==> src/rtl/audio_ctrl_pkg.sv <==
package audio_ctrl_pkg;
    localparam int ADDR_W = 3;
    localparam int DATA_W = 8;

    localparam logic [ADDR_W-1:0] A_SYS = 3'd0;
    localparam logic [ADDR_W-1:0] A_SEL = 3'd1;
    localparam logic [ADDR_W-1:0] A_VOL = 3'd2;
    localparam logic [ADDR_W-1:0] A_SUB = 3'd3;
    localparam logic [ADDR_W-1:0] A_FLG = 3'd4;
    localparam logic [ADDR_W-1:0] A_DEE = 3'd5;

    localparam int SYS_SRST  = 7;
    localparam int SYS_POWER = 6;
    localparam int SYS_MQ    = 5;
    localparam int SEL_ALL   = 3;

    localparam int FLG_MUTE = 0;
    localparam int FLG_POL  = 1;
    localparam int FLG_DSM  = 2;

    typedef struct packed {
        logic [1:0] clk_ratio;
        logic [2:0] fmt;
        logic       mute_quick;
        logic       power_on;
        logic [1:0] deemph;
    } glob_t;

    localparam glob_t GLOB_DEFAULT = '{clk_ratio: 2'b00, fmt: 3'b000,
                                       mute_quick: 1'b0, power_on: 1'b1,
                                       deemph: 2'b00};
endpackage

==> src/rtl/audio_ctrl_global.sv <==
module audio_ctrl_global
    import audio_ctrl_pkg::*;
(
    input  logic              clk,
    input  logic              rst_n,
    input  logic              wr_sys,
    input  logic              wr_dee,
    input  logic [DATA_W-1:0] wr_data,
    output glob_t             glob
);
    glob_t g_d, g_q;

    always_comb begin
        g_d = g_q;
        if (wr_sys) begin
            if (wr_data[SYS_SRST]) begin
                // defaults, but clock ratio and format survive
                g_d.mute_quick = GLOB_DEFAULT.mute_quick;
                g_d.power_on   = GLOB_DEFAULT.power_on;
                g_d.deemph     = GLOB_DEFAULT.deemph;
            end else begin
                g_d.clk_ratio  = wr_data[1:0];
                g_d.fmt        = wr_data[4:2];
                g_d.mute_quick = wr_data[SYS_MQ];
                g_d.power_on   = wr_data[SYS_POWER];
            end
        end
        if (wr_dee) begin
            g_d.deemph = wr_data[1:0];
        end
    end

    always_ff @(posedge clk) begin
        if (!rst_n) g_q <= GLOB_DEFAULT;
        else        g_q <= g_d;
    end

    assign glob = g_q;

    assert_srst_keeps_clk_fmt_R1: assert property (@(posedge clk) disable iff (!rst_n)
        (wr_sys && wr_data[SYS_SRST]) |=> ($stable(g_q.clk_ratio) && $stable(g_q.fmt)));

    assert_srst_power_on_R1: assert property (@(posedge clk) disable iff (!rst_n)
        (wr_sys && wr_data[SYS_SRST]) |=> (g_q.power_on && !g_q.mute_quick));
endmodule

==> src/rtl/audio_ctrl_chan.sv <==
module audio_ctrl_chan #(
    parameter int VOL_W = 8,
    parameter int SUB_W = 4
) (
    input  logic             clk,
    input  logic             rst_n,
    input  logic             hit,
    input  logic             soft_rst,
    input  logic             wr_vol,
    input  logic             wr_sub,
    input  logic             wr_flg,
    input  logic [VOL_W-1:0] vol_in,
    input  logic [SUB_W-1:0] sub_in,
    input  logic [2:0]       flg_in,
    output logic [VOL_W-1:0] vol,
    output logic [SUB_W-1:0] subvol,
    output logic             mute,
    output logic             pol_inv,
    output logic             dsm
);
    import audio_ctrl_pkg::*;

    typedef struct packed {
        logic [VOL_W-1:0] vol;
        logic [SUB_W-1:0] sub;
        logic             mute;
        logic             pol;
        logic             dsm;
    } chan_t;

    localparam chan_t CHAN_DEFAULT = '{vol: '0, sub: '0, mute: 1'b0,
                                       pol: 1'b0, dsm: 1'b1};

    chan_t c_d, c_q;

    always_comb begin
        c_d = c_q;
        if (soft_rst) begin
            c_d = CHAN_DEFAULT;
        end else if (hit) begin
            if (wr_vol) c_d.vol = vol_in;
            if (wr_sub) c_d.sub = sub_in;
            if (wr_flg) begin
                c_d.mute = flg_in[FLG_MUTE];
                c_d.pol  = flg_in[FLG_POL];
                c_d.dsm  = flg_in[FLG_DSM];
            end
        end
    end

    always_ff @(posedge clk) begin
        if (!rst_n) c_q <= CHAN_DEFAULT;
        else        c_q <= c_d;
    end

    assign vol     = c_q.vol;
    assign subvol  = c_q.sub;
    assign mute    = c_q.mute;
    assign pol_inv = c_q.pol;
    assign dsm     = c_q.dsm;

    assert_untargeted_stable_R7: assert property (@(posedge clk) disable iff (!rst_n)
        (!hit && !soft_rst) |=> ($stable(c_q.vol) && $stable(c_q.sub) && $stable(c_q.mute)
                                 && $stable(c_q.pol) && $stable(c_q.dsm)));
endmodule

==> src/rtl/audio_ctrl_silence.sv <==
module audio_ctrl_silence #(
    parameter int NUM_CH = 8,
    parameter int CH_W   = 3
) (
    input  logic              clk,
    input  logic              rst_n,
    input  logic              wr_flg,
    input  logic              soft_rst,
    input  logic              bcast,
    input  logic [CH_W-1:0]   ptr,
    input  logic [NUM_CH-1:0] dsm_vec,
    input  logic [NUM_CH-1:0] silent_vec,
    output logic [NUM_CH-1:0] mask,
    output logic              silence_out
);
    typedef struct packed {
        logic [NUM_CH-1:0] mask;
        logic              sil;
    } sil_t;

    sil_t s_d, s_q;
    logic [NUM_CH-1:0] watched;

    always_comb begin
        s_d     = s_q;
        watched = s_q.mask & dsm_vec;
        s_d.sil = (|watched) && ((watched & ~silent_vec) == '0);
        if (soft_rst) begin
            s_d.mask = '1;
        end else if (wr_flg) begin
            if (bcast) begin
                s_d.mask = '1;
            end else begin
                s_d.mask = '0;
                for (int i = 0; i < NUM_CH; i++) begin
                    if (ptr == CH_W'(i)) s_d.mask[i] = 1'b1;
                end
            end
        end
    end

    always_ff @(posedge clk) begin
        if (!rst_n) s_q <= '{mask: '1, sil: 1'b0};
        else        s_q <= s_d;
    end

    assign mask        = s_q.mask;
    assign silence_out = s_q.sil;

    assert_mask_shape_R9: assert property (@(posedge clk) disable iff (!rst_n)
        (s_q.mask == '1) || ($countones(s_q.mask) == 1));

    assert_sil_needs_watch_R10: assert property (@(posedge clk) disable iff (!rst_n)
        (s_q.mask == '0) |=> !s_q.sil);
endmodule

==> src/rtl/audio_ctrl_regs.sv <==
module audio_ctrl_regs
    import audio_ctrl_pkg::*;
#(
    parameter int NUM_CH = 8,
    parameter int VOL_W  = 8,
    parameter int SUB_W  = 4
) (
    input  logic                    clk,
    input  logic                    rst_n,
    input  logic                    wr_en,
    input  logic [2:0]              wr_addr,
    input  logic [7:0]              wr_data,
    input  logic [NUM_CH-1:0]       ch_silent,
    output logic [1:0]              clk_ratio,
    output logic [2:0]              in_fmt,
    output logic                    fmt_invalid,
    output logic                    mute_quick,
    output logic                    power_on,
    output logic [1:0]              deemph,
    output logic [NUM_CH*VOL_W-1:0] ch_vol,
    output logic [NUM_CH*SUB_W-1:0] ch_subvol,
    output logic [NUM_CH-1:0]       ch_mute,
    output logic [NUM_CH-1:0]       ch_pol_inv,
    output logic [NUM_CH-1:0]       ch_dsm,
    output logic [NUM_CH-1:0]       ds_mask,
    output logic                    silence_out
);
    localparam int CH_W = (NUM_CH > 1) ? $clog2(NUM_CH) : 1;

    typedef struct packed {
        logic [CH_W-1:0] ptr;
        logic            bcast;
    } sel_t;

    sel_t sel_d, sel_q;

    logic wr_sys, wr_sel, wr_vol, wr_sub, wr_flg, wr_dee, soft_rst;
    glob_t glob;

    always_comb begin
        wr_sys   = wr_en && (wr_addr == A_SYS);
        wr_sel   = wr_en && (wr_addr == A_SEL);
        wr_vol   = wr_en && (wr_addr == A_VOL);
        wr_sub   = wr_en && (wr_addr == A_SUB);
        wr_flg   = wr_en && (wr_addr == A_FLG);
        wr_dee   = wr_en && (wr_addr == A_DEE);
        soft_rst = wr_sys && wr_data[SYS_SRST];

        sel_d = sel_q;
        if (wr_sel) begin
            sel_d.ptr   = wr_data[CH_W-1:0];
            sel_d.bcast = wr_data[SEL_ALL];
        end
    end

    always_ff @(posedge clk) begin
        if (!rst_n) sel_q <= '{ptr: '0, bcast: 1'b0};
        else        sel_q <= sel_d;
    end

    audio_ctrl_global u_global (
        .clk     (clk),
        .rst_n   (rst_n),
        .wr_sys  (wr_sys),
        .wr_dee  (wr_dee),
        .wr_data (wr_data),
        .glob    (glob)
    );

    assign clk_ratio   = glob.clk_ratio;
    assign in_fmt      = glob.fmt;
    assign fmt_invalid = glob.fmt[2] & glob.fmt[1];
    assign mute_quick  = glob.mute_quick;
    assign power_on    = glob.power_on;
    assign deemph      = glob.deemph;

    for (genvar i = 0; i < NUM_CH; i++) begin : g_chan
        logic hit_i;
        assign hit_i = sel_q.bcast || (sel_q.ptr == CH_W'(i));

        audio_ctrl_chan #(.VOL_W(VOL_W), .SUB_W(SUB_W)) u_chan (
            .clk      (clk),
            .rst_n    (rst_n),
            .hit      (hit_i),
            .soft_rst (soft_rst),
            .wr_vol   (wr_vol),
            .wr_sub   (wr_sub),
            .wr_flg   (wr_flg),
            .vol_in   (wr_data[VOL_W-1:0]),
            .sub_in   (wr_data[SUB_W-1:0]),
            .flg_in   (wr_data[2:0]),
            .vol      (ch_vol[i*VOL_W +: VOL_W]),
            .subvol   (ch_subvol[i*SUB_W +: SUB_W]),
            .mute     (ch_mute[i]),
            .pol_inv  (ch_pol_inv[i]),
            .dsm      (ch_dsm[i])
        );
    end

    audio_ctrl_silence #(.NUM_CH(NUM_CH), .CH_W(CH_W)) u_silence (
        .clk         (clk),
        .rst_n       (rst_n),
        .wr_flg      (wr_flg),
        .soft_rst    (soft_rst),
        .bcast       (sel_q.bcast),
        .ptr         (sel_q.ptr),
        .dsm_vec     (ch_dsm),
        .silent_vec  (ch_silent),
        .mask        (ds_mask),
        .silence_out (silence_out)
    );

    assert_select_sticks_R6: assert property (@(posedge clk) disable iff (!rst_n)
        !wr_sel |=> $stable(sel_q));

    assert_bcast_vol_R8: assert property (@(posedge clk) disable iff (!rst_n)
        (wr_vol && sel_q.bcast) |=> (ch_vol == {NUM_CH{$past(wr_data[VOL_W-1:0])}}));

    assert_fmt_reserved_R4: assert property (@(posedge clk) disable iff (!rst_n)
        (wr_sys && !wr_data[SYS_SRST] && (wr_data[4:3] == 2'b11)) |=> fmt_invalid);
endmodule

==> config.mk <==
export PLATFORM = sky130hd
export DESIGN_NAME = audio_ctrl_regs
export DESIGN_NICKNAME = d
export VERILOG_FILES = /design/src/rtl/audio_ctrl_pkg.sv /design/src/rtl/audio_ctrl_global.sv /design/src/rtl/audio_ctrl_chan.sv /design/src/rtl/audio_ctrl_silence.sv /design/src/rtl/audio_ctrl_regs.sv
export SDC_FILE = /design/constraint.sdc
export NUM_CORES = 1
export LEC_CHECK = 0
export BUFFER_PORTS_ARGS = -buffer_cell sky130_fd_sc_hd__buf_2
export CORE_MARGIN = 2
export CORE_UTILIZATION = 56
export DETAILED_ROUTE_END_ITERATION = 8
export PLACE_DENSITY = 0.85
export REMOVE_ABC_BUFFERS = 1
export SYNTH_ARGS = -nofsm -noshare
export SYNTH_HDL_FRONTEND = slang
export SYNTH_SLANG_ARGS = --single-unit
export TNS_END_PERCENT = 100
==> constraint.sdc <==
create_clock -name clk -period 2.67 [get_ports clk]
set_clock_uncertainty 0.1 [all_clocks]
set_input_delay 0.534 -clock clk [delete_from_list [all_inputs] [get_ports clk]]
set_output_delay 0.534 -clock clk [all_outputs]
set_load 0.01 [all_outputs]
==> run metrics <==
root buf cell clkbuf_8; Clock transition at path regs 0.06 ns; Slew headroom 47.76%; pre-CTS setup slack 0.4354 ns; async set or reset register ratio after synthesis 0%; setup ws final 0.8346 ns; Placed Cells incl. Taps 815; Worst setup EP type register; residual DRC count 0; H-tree depth 4; Max-cap violations 0; DIE AREA 10,840 sq um; synthesized flop and latch total 142; top post-synthesis cells by count 142 x dfxtp_1, 120 x nor2_1, 84 x a22oi_1; Hold Crit Depth 3; worst path required time 3.00 ns; TritonCTS Buffers 17; via count of the first global-routing pass 4,729; RSZ-0062 raised after global routing no; count leader, synth dfxtp_1; antenna cells 0; io pins 161; Mean Syn Cell Area 9.418 sq um; placer congestion estimate 0.8485; postcts setup bufs 0; EDFF count, synth 0; Net Sw Power 0.001009 W; area of the core 9729 sq um; Comb power frac 4.0%; Power Internal 0.003904 W; Port Buf Inserts 160; via count normalized by instance count 5.740; Area contributors post-synth dfxtp_1 51%, a22oi_1 11%, nor2_1 8.0%, mux2i_1 7.0%, buf_4 5.3%; Switching Fraction 20.54%; Avg WL per Cell 17.70 um; fin nets 723; PwrDens 722.0 nW/um^2; post-layout minimum cycle time 1.835 ns; Initial Util 57.69%; Setup crit start sel_q[2]$_SDFFE_PN0P_; crit path DAT 2.17 ns; area leader, netlist dfxtp_1; worst min path class in -> reg; clock network fraction of total power 52.4%; Synth Flop Type dfxtp_1; sequential share of the synthesized area 50.65%; Critical Path Start Type register; Setup Crit Path Kind reg -> reg; DR iter-0 viols 318; Clock Path Buffers 2; CTS resizes 0; # clock sinks 142; detailed-route wire length 14.98 mm; Cell Rows 36; hold_buf cts 0; VDD IR-drop max 0.0005171 V; gr usage total 27.63%; Fmax achieved 544.8 MHz; synth unique cells 40; Syn Inst Count 596; Tightest Pin Transition 0.7784 ns; Synth Warn # 0; first-pass GRT wire length 24.06 mm; period utilisation layout 68.74%; R2R Path Start sel_q[2]$_SDFFE_PN0P_; CTS tree yes; Max Slew Vio Count 0; cell count of the worst reg-to-reg path 4; drt pass-1 iters 5; share of the synthesized area in the top cell type 50.65%; Die X 104.1 um; post-route ant nets 0; status complete, no violations; total gr overflow 0; critical-path maximum fanout 15; hold path start wr_data[4]; via count 4,856; HPWL reported at the end of detailed placement 10.34 mm; initial antenna violation count 0; die height 104.1 um; sequential power share 43.7%; Final setup viols 0; largest net degree at the start of global routing 49; area grow syn2layout 21.24%; layout cells sized above 1 29.45%; Finished Layout Cells 846; Final Hold Vio Count 0; Cell Area, Synth 5613 sq um; clk_lat worst skew 0.51 ns; P_leak 3.220 nW
## layer usage
| layer | wire (um) | vias to the layer above | global-route usage (%) |
|---|---|---|---|
| met5 | 0 | - | 0 |
| li1 | - | 2245 | - |
| met3 | 1281 | 27 | 8.459 |
| met1 | 5978 | 2333 | 33.77 |
| met2 | 7410 | 251 | 45.02 |
| met4 | 306 | 0 | 12.16 |
## per-stage QoR
| stage | utilization, % | hold slack (ns) | TNS [ns] | instance area [sq um] | power [W] |
|---|---|---|---|---|---|
| final | 69.95 | 0.2346 | 0 | 6805 | 0.004913 |
| after global routing | 69.95 | 0.2165 | 0 | 6805 | 0.005051 |
| after CTS | 69.95 | 0.2200 | 0 | 6805 | 0.004925 |
| after detailed placement | 63.23 | 0.3800 | 0 | 6152 | 0.002383 |
| after global placement | 63.23 | 0.3685 | 0 | 6152 | 0.002376 |
| after floorplan | - | 0.3851 | -52.08 | 5135 | 0.002286 |
## layout make-up
type / instances / area (sq um)
Clock buffer: 22 / 473.0
Clock inverter: 9 / 180.2
Fill cell: 739 / 2924
Multi-Input combinational cell: 376 / 2300
Sequential cell: 142 / 2843
Tap cell: 133 / 166.4
Timing Repair Buffer: 164 / 843.3
## state kept, by name (all words and copies together), names as in the netlist, 4 cells and up
| name | flops |
|---|---|
| g_chan.u_chan.dsm | 8 |
| g_chan.u_chan.mute | 8 |
| u_silence.mask | 8 |
| u_global.glob | 9 |
| g_chan.u_chan.subvol | 32 |
| g_chan.u_chan.vol | 64 |
| sel_q | 4 |
| g_chan.u_chan.pol_inv | 8 |
## kinds of logic after synthesis
family	count (synthesis)	synth area share (%)
and+or+nand+nor	213	18.28
muxes	39	6.955
buffers and inverters	78	8.515
AOI/OAI and AO/OA	124	15.60
DFF	142	50.65
## cell usage in the layout (no fill, tap or decap), types with 2 or more instances in the layout
master	instances
clkbuf_16	16
buf_4	3
a22oi_1	84
and3b_1	3
nor3b_1	3
nand3_1	12
o21ai_0	17
mux2i_1	39
nand4_1	2
nor3_1	3
or2_2	3
clkbuf_8	5
nand2_1	27
and2_1	15
a21boi_0	3
o21ai_2	2
nor2_1	120
o21ai_1	7
o21ai_4	2
buf_2	160
nor2b_1	9
o22ai_1	3
bufinv_16	5
or2_1	2
a21oi_1	5
dfxtp_1	142
## power groups by stage
stage | Sequential, W | Clock (W) | Combinational, W
detailed placement | 0.00219 | 0 | 0.000191
global placement | 0.00219 | 0 | 0.000185
global route | 0.00215 | 0.00269 | 0.000210
floorplan | 0.00220 | 0 | 0.0000878
CTS | 0.00215 | 0.00259 | 0.000193
finish | 0.00215 | 0.00257 | 0.000194
## path summary, 6_finish.rpt
path              slack (ns)                                   end
setup / recovery        0.83  g_chan[6].u_chan.vol[5]$_SDFFE_PP0P_
setup reg to reg        0.83  g_chan[6].u_chan.vol[5]$_SDFFE_PP0P_
hold / removal          0.23  g_chan[3].u_chan.vol[4]$_SDFFE_PP0P_
hold reg to reg         0.39  g_chan[3].u_chan.vol[4]$_SDFFE_PP0P_
## critical path, cell delays in order (launching register included)
cell	delay [ns]
dfxtp_1	0.47
and3b_1	0.31
or2_1	0.56
a22oi_1	0.19
nor2_1	0.13
(Power assumes the default switching activity.)
